[src/rtl/cascade_arb_pkg.sv]
// Shared constants and types for the cascaded vector arbiter.
// Assumes eight levels per controller and an eight-bit vector.
package cascade_arb_pkg;
    localparam int LVL_N  = 8;
    localparam int LVL_W  = $clog2(LVL_N);
    localparam int VEC_W  = 8;
    localparam int BASE_W = VEC_W - LVL_W;

    typedef struct packed {
        logic             vld;
        logic [LVL_W-1:0] lvl;
    } lvl_ack_t;

    typedef struct packed {
        logic             found;
        logic [LVL_W-1:0] lvl;
    } scan_res_t;
endpackage

[src/rtl/cascade_prio_scan.sv]
// Rotating priority scan for one controller.
// Starts one level above lowprio and wraps around. It stops at the first
// in-service bit, or reports the first pending request before that point.
// Assumes req is already masked.
module cascade_prio_scan
    import cascade_arb_pkg::*;
(
    input  logic [LVL_N-1:0] req,
    input  logic [LVL_N-1:0] serv,
    input  logic [LVL_W-1:0] lowprio,
    output scan_res_t        res
);
    logic [LVL_W-1:0] idx;
    logic             stop;

    // Walk the levels from highest to lowest priority.
    always_comb begin
        res  = '0;
        stop = 1'b0;
        idx  = '0;
        for (int k = 0; k < LVL_N; k++) begin
            idx = lowprio + LVL_W'(k + 1);
            if (!stop) begin
                if (serv[idx]) begin
                    stop = 1'b1;
                end else if (req[idx]) begin
                    res.found = 1'b1;
                    res.lvl   = idx;
                    stop      = 1'b1;
                end
            end
        end
    end
endmodule

[src/rtl/cascade_ack_route.sv]
// Routes a processor acknowledge to the owning controller(s).
// A vector matching the secondary base reaches the secondary and also
// accepts the cascade level of the primary.
module cascade_ack_route
    import cascade_arb_pkg::*;
#(
    parameter int CASC_LVL = 2
) (
    input  logic              ack_valid,
    input  logic [VEC_W-1:0]  ack_vector,
    input  logic [BASE_W-1:0] sec_base,
    output lvl_ack_t          pri_ack,
    output lvl_ack_t          sec_ack
);
    logic from_sec;

    // Decode the owner from the vector's upper bits.
    always_comb begin
        from_sec    = (ack_vector[VEC_W-1:LVL_W] == sec_base);
        sec_ack.vld = ack_valid && from_sec;
        sec_ack.lvl = ack_vector[LVL_W-1:0];
        pri_ack.vld = ack_valid;
        pri_ack.lvl = from_sec ? LVL_W'(CASC_LVL) : ack_vector[LVL_W-1:0];
    end
endmodule

[src/rtl/cascade_vector_arb.sv]
// Top of the cascaded interrupt vector arbiter.
// Resolves both controllers and keeps one raised flag per controller.
// Pulses the cascade level, drives the processor line, selects the vector
// and routes acknowledges. Assumes the controllers register their own
// request, in-service and rotation state from the acknowledge outputs.
module cascade_vector_arb
    import cascade_arb_pkg::*;
#(
    parameter int CASC_LVL = 2,
    parameter int SPUR_LVL = LVL_N - 1
) (
    input  logic              clk,
    input  logic              rst_n,
    input  logic [LVL_N-1:0]  pri_req,
    input  logic [LVL_N-1:0]  pri_isr,
    input  logic [LVL_W-1:0]  pri_lowprio,
    input  logic [BASE_W-1:0] pri_base,
    input  logic              pri_sfn,
    input  logic [LVL_N-1:0]  sec_req,
    input  logic [LVL_N-1:0]  sec_isr,
    input  logic [LVL_W-1:0]  sec_lowprio,
    input  logic [BASE_W-1:0] sec_base,
    input  logic              ack_valid,
    input  logic [VEC_W-1:0]  ack_vector,
    output logic [VEC_W-1:0]  vector,
    output logic              cpu_intr,
    output logic              casc_pulse,
    output logic              pri_ack_valid,
    output logic [LVL_W-1:0]  pri_ack_level,
    output logic              sec_ack_valid,
    output logic [LVL_W-1:0]  sec_ack_level
);
    localparam logic [LVL_N-1:0] CASC_BIT = LVL_N'(1) << CASC_LVL;

    logic [LVL_N-1:0] pri_serv;
    scan_res_t        pri_res, sec_res;
    lvl_ack_t         pri_ack, sec_ack;
    logic             pri_raised, sec_raised;
    logic             pri_raise, sec_raise;

    // Special nested mode frees the cascade level on the primary only.
    always_comb pri_serv = pri_isr & ~(pri_sfn ? CASC_BIT : '0);

    cascade_prio_scan u_pri_scan (
        .req(pri_req), .serv(pri_serv), .lowprio(pri_lowprio), .res(pri_res)
    );

    cascade_prio_scan u_sec_scan (
        .req(sec_req), .serv(sec_isr), .lowprio(sec_lowprio), .res(sec_res)
    );

    cascade_ack_route #(.CASC_LVL(CASC_LVL)) u_route (
        .ack_valid(ack_valid), .ack_vector(ack_vector), .sec_base(sec_base),
        .pri_ack(pri_ack), .sec_ack(sec_ack)
    );

    // Raise decisions: eligible, not yet raised, not being accepted now.
    always_comb begin
        sec_raise = sec_res.found && !sec_raised && !sec_ack.vld;
        pri_raise = pri_res.found && !pri_raised && !pri_ack.vld;
    end

    // Raised flags: set on raise, cleared by acceptance.
    always_ff @(posedge clk) begin
        if (!rst_n) begin
            pri_raised <= 1'b0;
            sec_raised <= 1'b0;
        end else begin
            pri_raised <= pri_ack.vld ? 1'b0 : (pri_raised || pri_raise);
            sec_raised <= sec_ack.vld ? 1'b0 : (sec_raised || sec_raise);
        end
    end

    // Vector select: cascade level defers to the secondary, else spurious.
    always_comb begin
        if (pri_res.found && pri_res.lvl == LVL_W'(CASC_LVL)) begin
            vector = sec_res.found ? {sec_base, sec_res.lvl}
                                   : {sec_base, LVL_W'(SPUR_LVL)};
        end else if (pri_res.found) begin
            vector = {pri_base, pri_res.lvl};
        end else begin
            vector = {pri_base, LVL_W'(SPUR_LVL)};
        end
    end

    // Output wiring.
    always_comb begin
        cpu_intr      = pri_raised;
        casc_pulse    = sec_raise;
        pri_ack_valid = pri_ack.vld;
        pri_ack_level = pri_ack.lvl;
        sec_ack_valid = sec_ack.vld;
        sec_ack_level = sec_ack.lvl;
    end
endmodule

[config.mk]
export PLATFORM = sky130hd
export DESIGN_NAME = cascade_vector_arb
export DESIGN_NICKNAME = d
export VERILOG_FILES = /design/src/rtl/cascade_arb_pkg.sv /design/src/rtl/cascade_prio_scan.sv /design/src/rtl/cascade_ack_route.sv /design/src/rtl/cascade_vector_arb.sv
export SDC_FILE = /design/constraint.sdc
export NUM_CORES = 1
export LEC_CHECK = 0
export BUFFER_PORTS_ARGS = -buffer_cell sky130_fd_sc_hd__buf_2
export CORE_MARGIN = 5
export CORE_UTILIZATION = 45
export DETAILED_ROUTE_END_ITERATION = 12
export PLACE_DENSITY = 0.7
export SETUP_SLACK_MARGIN = 0.05
export SYNTH_ARGS = -nofsm -noshare
export SYNTH_HDL_FRONTEND = slang
export SYNTH_HIERARCHICAL = 1
export SYNTH_SLANG_ARGS = --single-unit
[constraint.sdc]
create_clock -name clk -period 6.6 [get_ports clk]
set_input_delay 1.32 -clock clk [delete_from_list [all_inputs] [get_ports clk]]
set_output_delay 1.32 -clock clk [all_outputs]
set_load 0.05 [all_outputs]
# Word-level counts from Yosys, hierarchy flattened
# Index checks and enable logic that the tools add are counted.
# word_totals
ff_bits	2
elab_cells	206
# op_classes
add_sub_neg	14
n_lt_le_gt_ge	16
eq_ne	2
mux	155
bitwise	3
n_reduce_logical	14
# ops
operator	n
2-to-1 mux 4 bit	46
binary-select mux 1 bit (select 3 bit)	32
2-to-1 mux 1 bit	72
< comparator 3 x 4 -> 1 bit, second input constant	16
adder 3 bit, second input constant	8
adder 3 x 2 -> 3 bit, second input constant	4
2-to-1 mux 3 bit	4
bitwise AND 8 bit	1
2-to-1 mux 8 bit	1
inverter 3 -> 8 bit	1
adder 3 x 1 -> 3 bit, second input constant	2
logical AND 1 bit	6
equality test 5 bit	1
logical NOT 1 bit	4
OR reduction 2 bit	2
equality test 3 x 2 -> 1 bit, second input constant	1
logical OR 1 bit	2
inverter 1 bit	1

# Longest topological paths before layout
# logic_depth
ltp_word	30
depth_mapped	14

# Hierarchy
# Netlist, hierarchy kept.
# by_module_without_submodules
module	n_inst	cells_each	area_each_um2	seq_area_each_um2
cascade_prio_scan (u_sec_scan)	1	132	1267.5	0.0
cascade_prio_scan (u_pri_scan)	1	129	1166.1	0.0
cascade_vector_arb	1	23	222.7	40.0
cascade_ack_route	1	15	117.6	0.0

# Worst setup path after synthesis
# OpenSTA, ideal clock, no wires.
# synth_path
path_type	input-to-output
from	in pri_lowprio[0]
to	out vector[0]
t_arrival_ps	5739
path_slack_ps	-459
cell_stages	14
cell_sequence	buf_6 buf_6 inv_6 ha_1 buf_1 mux4_2 mux2_2 a2111oi_0 nand3_1 mux2i_1 o221ai_1 nand3_1 inv_1 o311ai_0
# synth_rtl
element	line	rtl
start, declared	cascade_vector_arb.sv:16	input logic [LVL_W-1:0] pri_lowprio,
end, declared	cascade_vector_arb.sv:25	output logic [VEC_W-1:0] vector,

==> out/metrics.csv <==
metric,value,unit
synthTopCellsByArea,"mux4_2 (33%), mux2i_1 (4.7%), nand2_1 (3.9%)",
fin_crit_sh,91.0,%
synth_cell_types,70,
max_slew_margin,60.4,%
diodes,0,
avgSynthCellArea,9.28,sq um
crit_path_cell_trace,buf_2 > inv_1 > ha_1 > nor4b_1 > or4_1 > o221ai_2 > nor4_4 > a21oi_1 > o211a_1 > nand2_1 > nor2b_1 > o311ai_1 > buf_2,
antenna_found_initial,0,
yosysTopAreaCellShare,33.3,%
fmax,167,MHz
yosys_warnings,6,
cp.arrival,4690,ps
critPathLaunchType,primary input,
rsz0062_at_grt,no,
ios,78,
drt-total-wl,7900,um
overflow,0,
drive_gt1_share,42.5,%
htree_levels,1,
insertion_delay,200,ps
synthTopCellsByCount,"mux4_2 (41), nand2_1 (29), nor2_1 (28)",
worstPathRequired,5280,ps
syn-instance-count,299,
pre_cts_ws,653,ps
critPathKind,primary input to output port,
drt_iter0_drc,212,
ys_seq_area_share,1.44,%
worstSetupEndpointType,output port,
dp_hpwl,6340,um
synth_top_flop_cell,dfxtp_1,
yosysMostFrequentCell,mux4_2,
status,"complete, no violations",
slew_viol_final,0,
firstDrtPassIters,4,
leakage,1.27,nW
fin_nets,433,
row_count,28,
worst_slack,595,ps
cts-buffers-inserted,3,
yosys_register_bits,2,
grt_pass1_wl,12900,um
cts_tree,done,
fillCellCount,574,
cp_common_cell,buf_2,
track_usage,20.3,%
cts_root_buffer,clkbuf_8,
die_h,88.5,um
min-delay-path-class,register to register,
viasPerCell,6.42,
critPathMaxStageDelay,630,ps
critical_path.slowest_cell,or4_1,
synth_top_area_cell,mux4_2,
numClockSinks,2,
async_reset_ff_share,0,%
hold_viol,0,
cts_setup_buffers,0,
setup_viol,0,
period_minus_slack,6010,ps
worstMarginPinSlew,593,ps
start_util,46.6,%
core_area,0.00596,sq mm
grt_pass1_vias,2713,
syn_area,0.00277,sq mm
syn2layout_area_growth,15.4,%
cp_max_fo,16,
clk_pin_slew_worst_paths,30,ps
cts_hold_buf,0,
drc_errors,0,
gp_congestion,0.948,
wire_per_inst,17.9,um
dieArea,0.00783,sq mm
place_area,0.00316,sq mm
synth_edf_count,0,
port_buffers,77,
syn_nets,363,
maxCapViolations,0,
p_per_area,123,mW/mm^2
ant_nets,0,
num_vias,2837,
skew,0,ps
ctsResizeCount,0,
clk_path_buf_depth,2,
design_area,0.00320,sq mm
fin_setup_tns,0,ps
dieWidth,88.5,um
grt_max_degree,25,
vdd_ir_drop_max,144,uV
[report_power, final]
| part | switching, mW | internal (mW) | total (mW) |
|---|---|---|---|
| Clock | 0.00807 | 0.0384 | 0.0465 |
| Sequential | 0.000801 | 0.0140 | 0.0148 |
| Combinational | 0.198 | 0.136 | 0.334 |
[critical path: cells and delay by family]
kind,cells,cell delay [ps]
AO/OA/AOI/OAI,4,1020
adder cells (fa/ha/maj),1,500
buffers and inverters,3,610
AND/OR/NAND/NOR,5,1230
[cell usage in the layout (no fill, tap or decap), types with 4 or more instances in the layout]
master	instances
buf_2	77
a211oi_1	4
nand2_1	29
ha_1	4
inv_1	6
mux2_2	6
mux4_2	41
buf_4	7
nor2b_1	15
o21ai_0	11
mux2i_1	13
nand2b_1	6
xnor2_1	5
xor2_1	10
nor3b_1	9
nor2_1	28
mux2_4	5
nand3_1	4
nor4_1	5
a21oi_1	9
nor3_1	5
[cell families (layout without fill, tap and decap cells)]
family                   count (synthesis)  in the layout  synth area share, %
adder cells (fa/ha/maj)                  4              4                 1.80
multiplexers                            66             66                 43.9
AO/OA/AOI/OAI                           60             60                 15.9
AND/OR/NAND/NOR                        123            123                 25.4
flip-flops                               2              2                 1.44
XOR/XNOR                                15             15                 4.74
buffers and inverters                   29             97                 6.77
[sequential cells by signal (all words and copies together), names as in the netlist]
name / flops
sec_raised: 1
cpu_intr: 1
[cell type report]
cell class | count | area [sq um] | share of cell area, %
flip-flops and latches | 2 | 40.0 | 1.25
repair buffers | 84 | 438 | 13.7
clock buffers | 3 | 41.3 | 1.29
inverters | 10 | 42.5 | 1.33
well taps | 75 | 93.8 | 2.93
multi-input cells | 268 | 2550 | 79.5
[layer usage]
layer / GRT usage (%) / up-vias / routed length, um
li1: - / 1326 / -
met1: 29.7 / 1353 / 3360
met2: 33.0 / 150 / 3700
met3: 2.51 / 8 / 782
met4: 2.75 / 0 / 59
met5: 0 / - / 0
[final timing paths]
kind                                end             startpoint  cells after the start  slack [ps]
setup / recovery              vector[2]         sec_lowprio[1]                     13         590
hold / removal    sec_raised$_SDFF_PP0_  sec_raised$_SDFF_PP0_                      2         480
setup reg to reg    cpu_intr$_SDFF_PP0_    cpu_intr$_SDFF_PP0_                      2        6000
hold reg to reg   sec_raised$_SDFF_PP0_  sec_raised$_SDFF_PP0_                      2         480
[metrics by stage]
step	hold slack (ps)	std cells	power, mW	utilization, %
6_report	479	442	0.395	53.8
5_1_grt	516	442	0.425	53.8
4_1_cts	483	442	0.395	53.8
3_5_place_dp	480	439	0.346	53.1
3_3_place_gp	471	439	0.342	53.1
2_1_floorplan	460	299	0.268	-
No activity file was read; power rests on OpenSTA's default activity.
